==> config.mk <==
export PLATFORM = sky130hd
export DESIGN_NAME = link_qualifier
export DESIGN_NICKNAME = d
export VERILOG_FILES = /design/src/rtl/link_qualifier.sv
export SDC_FILE = /design/constraint.sdc
export NUM_CORES = 1
export LEC_CHECK = 0
export BUFFER_PORTS_ARGS = -buffer_cell sky130_fd_sc_hd__buf_2
export CORE_UTILIZATION = 45
export CTS_CLUSTER_DIAMETER = 50
export DETAILED_ROUTE_END_ITERATION = 6
export GPL_ROUTABILITY_DRIVEN = 0
export GPL_TIMING_DRIVEN = 0
export PLACE_DENSITY = 0.66
export SKIP_LAST_GASP = 1
export SLEW_MARGIN = 5
export SYNTH_ARGS = -nofsm -noshare
export SYNTH_HDL_FRONTEND = slang
export SYNTH_SLANG_ARGS = --single-unit
==> constraint.sdc <==
create_clock -name clk -period 5 [get_ports clk]
set_input_delay 0.25 -clock clk [delete_from_list [all_inputs] [get_ports clk]]
set_output_delay 0.25 -clock clk [all_outputs]
set_load 0.05 [all_outputs]
==> src/rtl/link_qualifier.sv <==
module link_qualifier #(
  parameter int ASSERT_CYC   = 250000,
  parameter int DEASSERT_CYC = 125000,
  parameter int QUAL_CYC     = 62500
) (
  input  logic clk,
  input  logic rst_n,
  input  logic energy_hi,
  input  logic energy_lo,
  input  logic fiber_sel,
  input  logic fiber_sd,
  input  logic loop_local,
  input  logic loop_remote,
  input  logic descr_lock,
  output logic sig_det,
  output logic link_up,
  output logic tx_idle_only
);

  localparam int DMAX = (ASSERT_CYC > DEASSERT_CYC) ? ASSERT_CYC : DEASSERT_CYC;
  localparam int DW   = $clog2(DMAX + 1);
  localparam int QW   = $clog2(QUAL_CYC + 1);
  localparam logic [DW-1:0] A_LAST = DW'(ASSERT_CYC - 1);
  localparam logic [DW-1:0] D_LAST = DW'(DEASSERT_CYC - 1);
  localparam logic [QW-1:0] Q_LAST = QW'(QUAL_CYC - 1);

  logic          sd_cu;
  logic [DW-1:0] dcnt;
  logic          pass;
  logic [QW-1:0] qcnt;
  logic          good;

  always_ff @(posedge clk or negedge rst_n) begin
    if (!rst_n) begin
      sd_cu <= 1'b0;
      dcnt  <= '0;
    end else if (!sd_cu) begin
      if (!energy_hi) dcnt <= '0;
      else if (dcnt == A_LAST) begin
        sd_cu <= 1'b1;
        dcnt  <= '0;
      end else dcnt <= dcnt + 1'b1;
    end else begin
      if (!energy_lo) dcnt <= '0;
      else if (dcnt == D_LAST) begin
        sd_cu <= 1'b0;
        dcnt  <= '0;
      end else dcnt <= dcnt + 1'b1;
    end
  end

  assign sig_det = fiber_sel ? fiber_sd : sd_cu;
  assign good    = sig_det & descr_lock;

  always_ff @(posedge clk or negedge rst_n) begin
    if (!rst_n) begin
      pass <= 1'b0;
      qcnt <= '0;
    end else if (!pass) begin
      if (!good) qcnt <= '0;
      else if (qcnt == Q_LAST) begin
        pass <= 1'b1;
        qcnt <= '0;
      end else qcnt <= qcnt + 1'b1;
    end else if (!good) begin
      pass <= 1'b0;
      qcnt <= '0;
    end
  end

  assign link_up      = loop_local ? 1'b0 : (loop_remote | pass);
  assign tx_idle_only = ~pass;

  a_r1_rise_needs_hi: assert property (@(posedge clk) disable iff (!rst_n)
    $rose(sd_cu) |-> $past(energy_hi));

  a_r3_fall_needs_lo: assert property (@(posedge clk) disable iff (!rst_n)
    $fell(sd_cu) |-> $past(energy_lo));

  a_r5_pass_entry: assert property (@(posedge clk) disable iff (!rst_n)
    $rose(pass) |-> $past(sig_det && descr_lock));

  a_r6_drop_on_loss: assert property (@(posedge clk) disable iff (!rst_n)
    (pass && !(sig_det && descr_lock)) |=> !pass);

  a_r5_qual_bound: assert property (@(posedge clk) disable iff (!rst_n)
    qcnt <= Q_LAST);

endmodule

# Word-level counts from Yosys, hierarchy flattened
# Cells that the tools add are included.
[classes]
reduce_logical = 0
n_addsub = 2
order_cmp = 0
mul = 0
n_eq_ne = 4
mux = 20
shift = 0
n_div = 0
n_bitwise = 3
[ops]
columns = ["op", "count"]
rows = [
  ["2-to-1 mux 18 bit", 5],
  ["2-to-1 mux 16 bit", 4],
  ["adder 18 x 1 -> 18 bit (second input constant)", 1],
  ["== test 18 x 17 -> 1 bit (second input constant)", 1],
  ["== test 18 bit (second input constant)", 1],
  ["adder 16 x 1 -> 16 bit (second input constant)", 1],
  ["== test 16 bit (second input constant)", 1],
  ["2-to-1 mux 1 bit", 11],
  ["inequality test 2 bit (second input constant)", 1],
  ["bitwise AND 1 bit", 1],
  ["NOT 1 bit", 1],
  ["OR 1 bit", 1],
]
[word_totals]
mem_bits_rw = 0
output_inout_bits = 3
rom_bits = 0
ff_bits = 36
memories = 0
wordCells = 33
latch_bits = 0

# Depth between registers and ports, before layout
[depth]
ltp_word = 4
depth_mapped = 7
ltp_nobuf = 5

# Worst setup path after synthesis
# No wires, ideal clock.
[synth_timing]
path_type = "flip-flop to flip-flop"
from = "reg dcnt[10]"
to = "reg dcnt[10]"
arrival_ns = 1.970
path_buffers = 1
stages_incl_launch_ff = 6
t_required_ns = 4.863
path_slack_ns = 2.893
synth_period_minus_slack_ns = 2.107
setup_time_ns = 0.137
cell_sequence = "dfrtp_1 > or3_1 > or4b_4 > o311ai_4 > buf_6 > a21oi_1"
[synth_between]
elab_chain_cells = 4
word_cells_on_any_way = 8
cone_classes = "1 x add/sub; 2 x eq/ne; 5 x mux"
[synth_rtl]
columns = ["item", "line_no", "text"]
rows = [
  ["from (decl)", "28", "logic [DW-1:0] dcnt;"],
  ["from (signal assigned)", "42", "end else dcnt <= dcnt + 1'b1;"],
  ["from (signal assigned)", "48", "end else dcnt <= dcnt + 1'b1;"],
  ["adder 18 x 1 -> 18 bit, or another cell as far along", "42, 48", ""],
  ["2-to-1 mux 18 bit (on tied branches)", "39, 45", ""],
  ["2-to-1 mux 18 bit (on tied branches)", "38, 44", ""],
  ["2-to-1 mux 18 bit *", "37", "end else if (!sd_cu) begin"],
]
# Every way passes the cells marked *; elsewhere a longest branch is shown, timed or not.
# A chain may end at the register's enable or synchronous reset.

# Final worst setup path
[layout_timing]
from = "reg dcnt[0]"
to = "reg dcnt[10]"
# Same word-level chain as after synthesis.

==> out/qor.csv <==
stage,metric,value,unit
outcome,status,"complete, no violations",
logic_synthesis,synth_top_cell_by_area,dfrtp_1,
critical_path,crit_path_end_kind,flop,
floorplanning,placeableCoreArea,4384,sq um
detailed_routing,initialDrtViolationCount,153,
logic_synthesis,yosysWarnings,0,
critical_path,crit_fanout,10,
global_routing,grt_use_total,20.35,%
critical_path,critPathKind,flop to flop,
floorplanning,die_area,4840,sq um
logic_synthesis,synth-seq-area-share,43.85,%
global_routing,grt_max_degree,37,
logic_synthesis,synth_seq_cells,36,
clocking,post-cts-setup-buffers,0,
timing,whs,0.03915,ns
clocking,clkSlewWorstSetupHoldPaths,0.07,ns
logic_synthesis,synthFlopType,dfrtp_1,
logic_synthesis,synthXorXnorAreaFrac,5.968,%
timing,fin_crit_sh,49.99,%
logic_synthesis,synth_area,2054,sq um
layout,final_layout_size_suffix_gt1_share,11.67,%
detailed_routing,wl_met1,2317,microns
critical_path,path_buf_inv,2,
place,place_area,2175,sq um
critical_path,slowest_delay,0.41,ns
clocking,clkSinkCount,36,
floorplanning,pin_count,12,
timing,clock_skew,0.001627,ns
place,post-place-ws,2.515,ns
clocking,tritoncts,built,
floorplanning,start_util,46.86,%
floorplanning,die_w,69.57,microns
logic_synthesis,synthAdderAreaFrac,1.218,%
logic_synthesis,synth_compound_gate_area_share,18.39,%
clocking,cts_resized,0,
detailed_routing,routed_wl,4485,microns
floorplanning,die_height,69.57,microns
layout,final_util,51.71,%
layout,final_area,2267,sq um
timing,slew_headroom,46.62,%
timing,drv_slew,0,
logic_synthesis,synth_area_per_cell,9.296,sq um
power,power.density,238.6,nW/um^2
global_routing,grt_antenna_before_repair,0,
clocking,numCtsBuffers,5,
detailed_routing,avgRoutedWirePerCell,15.36,microns
detailed_routing,met3_length,260,microns
hold_path,hold_class,input pin to asynchronous set/reset pin,
clocking,clk_latency,0.29,ns
timing,fin_ws,2.500,ns
global_routing,grt_pass1_vias,1602,
detailed_routing,drc,0,
detailed_routing,avgViaCountPerCell,6.082,
floorplanning,rows,24,
clocking,clockBufferDepth,2,
logic_synthesis,synth-edff-count,0,
job,max_cap_viol_count,0,
timing,fmax,400.1,MHz
logic_synthesis,ys_types,41,
logic_synthesis,async_flop_share,100.0,%
critical_path,cp_common_cell,clkbuf_1,
logic_synthesis,netlist_instances,221,
logic_synthesis,synth_top_family_by_area,simple AND/OR/NAND/NOR gates,
detailed_routing,num_vias,1776,
layout,final_nets,250,
logic_synthesis,synth_top_area_share,43.85,%
global_routing,grt_pass1_wl,7776,microns
detailed_routing,detail-route-antenna-nets,0,
critical_path,path_cells,"ha_1, nand3_1, nor4_1, a31o_2, clkbuf_1, clkbuf_1, a21oi_1",
timing,post-route-min-period,2.500,ns
critical_path,cp_top_family,simple AND/OR/NAND/NOR gates,
clocking,htree_levels,2,
detailed_routing,wl_met2,1837,microns
timing,tightest_slew,0.8006,ns
detailed_routing,highest_layer,met4,
power,irDropWorstVdd,0.00007999,V
global_routing,overflow,0,
layout,antenna_cells,0,
logic_synthesis,synth_nets,232,
layout,final_cell_mix,"36 x dfrtp_1, 22 x nand3_1, 15 x nand2_1, 15 x a21oi_1, 15 x a31oi_1",
place,dp_hpwl,3154,microns
place,io_buffers,11,
critical_path,arrival,2.66,ns
timing,finalHoldViolations,0,
timing,tns,0,ns
logic_synthesis,synth-simple-area-share,26.37,%
power,leakagePower,0.8274,nW
critical_path,critPathRequiredTime,5.16,ns
clocking,holdBufCountCts,0,
detailed_routing,first_pass_iters,4,
logic_synthesis,synth_area_leaders,"dfrtp_1 44%, xnor2_1 5.5%, nand3_1 5.4%",
logic_synthesis,synth_mux_area_share,0.5481,%
timing,finalSetupViolations,0,
timing,rsz0062_at_grt,no,
layout,area_delta_synth_final,10.35,%
critical_path,slowest_stage,nor4_1,
layout,final_common_cell,dfrtp_1,
clocking,cts-root-buf,clkbuf_8,
critical_path,cp-start-kind,flop,
[flip-flops by register name, summed over array words and instances, names as in the netlist]
signal and count:
dcnt 18, pass 1, qcnt 16, sd_cu 1
[final timing paths]
kind                                start       end  slack, ns  cells after the start
worst max-delay path              dcnt[0]  dcnt[10]       2.50                      7
worst min-delay path                rst_n  dcnt[15]       0.04                      1
worst max register to register    dcnt[0]  dcnt[10]       2.50                      7
worst min register to register    dcnt[0]   dcnt[0]       0.48                      1
max in group asynchronous           rst_n   qcnt[9]       4.46                      1
min in group clk                energy_lo     sd_cu       0.18                      2
[metal layers]
metal	GRT usage, %	up-vias
met3	4.360	6
met4	8.390	0
li1	-	888
met2	26.86	48
met5	0	-
met1	31.65	834
[worst register-to-register path, cell delays in order (launching register included)]
cell and delay [ns]:
dfrtp_1 0.39, ha_1 0.22, nand3_1 0.31, nor4_1 0.41
a31o_2 0.21, clkbuf_1 0.32, clkbuf_1 0.38, a21oi_1 0.13
[where the power goes]
group,total [mW],leakage (nW),switching [mW],internal [mW]
logic,0.0273,0.276,0.0189,0.00840
clock network,0.217,0.0510,0.108,0.110
registers,0.296,0.500,0.00269,0.293
[layout make-up]
cell class / instances / area [sq um]
Clock inverter: 2 / 10.01
Buffer: 10 / 45.04
Inverter: 8 / 30.03
Tap cell: 52 / 65.06
Sequential cell: 36 / 900.9
Multi-Input combinational cell: 167 / 1079
Clock buffer: 6 / 82.58
Fill cell: 428 / 2117
Timing Repair Buffer: 11 / 55.05
[synth_stat cells, types with 2 or more instances]
cell      count
or3_1         6
nor4_1        9
or2_2         2
o31ai_1       2
dfrtp_1      36
a41oi_1       5
a31oi_1      15
nand3_1      22
a22oi_1       3
and3_1        4
o211ai_1      2
inv_1         8
a21oi_1      15
nor4bb_1      2
nand4b_1      2
ha_1          2
nor2_1        8
or4_1         2
nand2b_1      2
or4b_2        2
xnor2_1      13
nand4_1       8
and4_1        3
o21ai_0       5
clkbuf_1      9
nor3_1        5
nand2_1      15
[metrics by stage]
step / instances / total power [mW]
after global placement: 284 / 0.3296
after CTS: 292 / 0.5479
final: 292 / 0.5409
after floorplan: 221 / 0.3160
after global routing: 292 / 0.5579
after detailed placement: 284 / 0.3298
[cell families (layout without fill, tap and decap cells)]
group	after synthesis	count (layout)
AOI/OAI and AO/OA	55	55
xor gates and xnor gates	14	14
adders and majority gates	2	2
buffers and inverters	18	37
DFF	36	36
muxes	1	1
and+or+nand+nor	95	95
No activity file was read; power rests on OpenSTA's default activity.
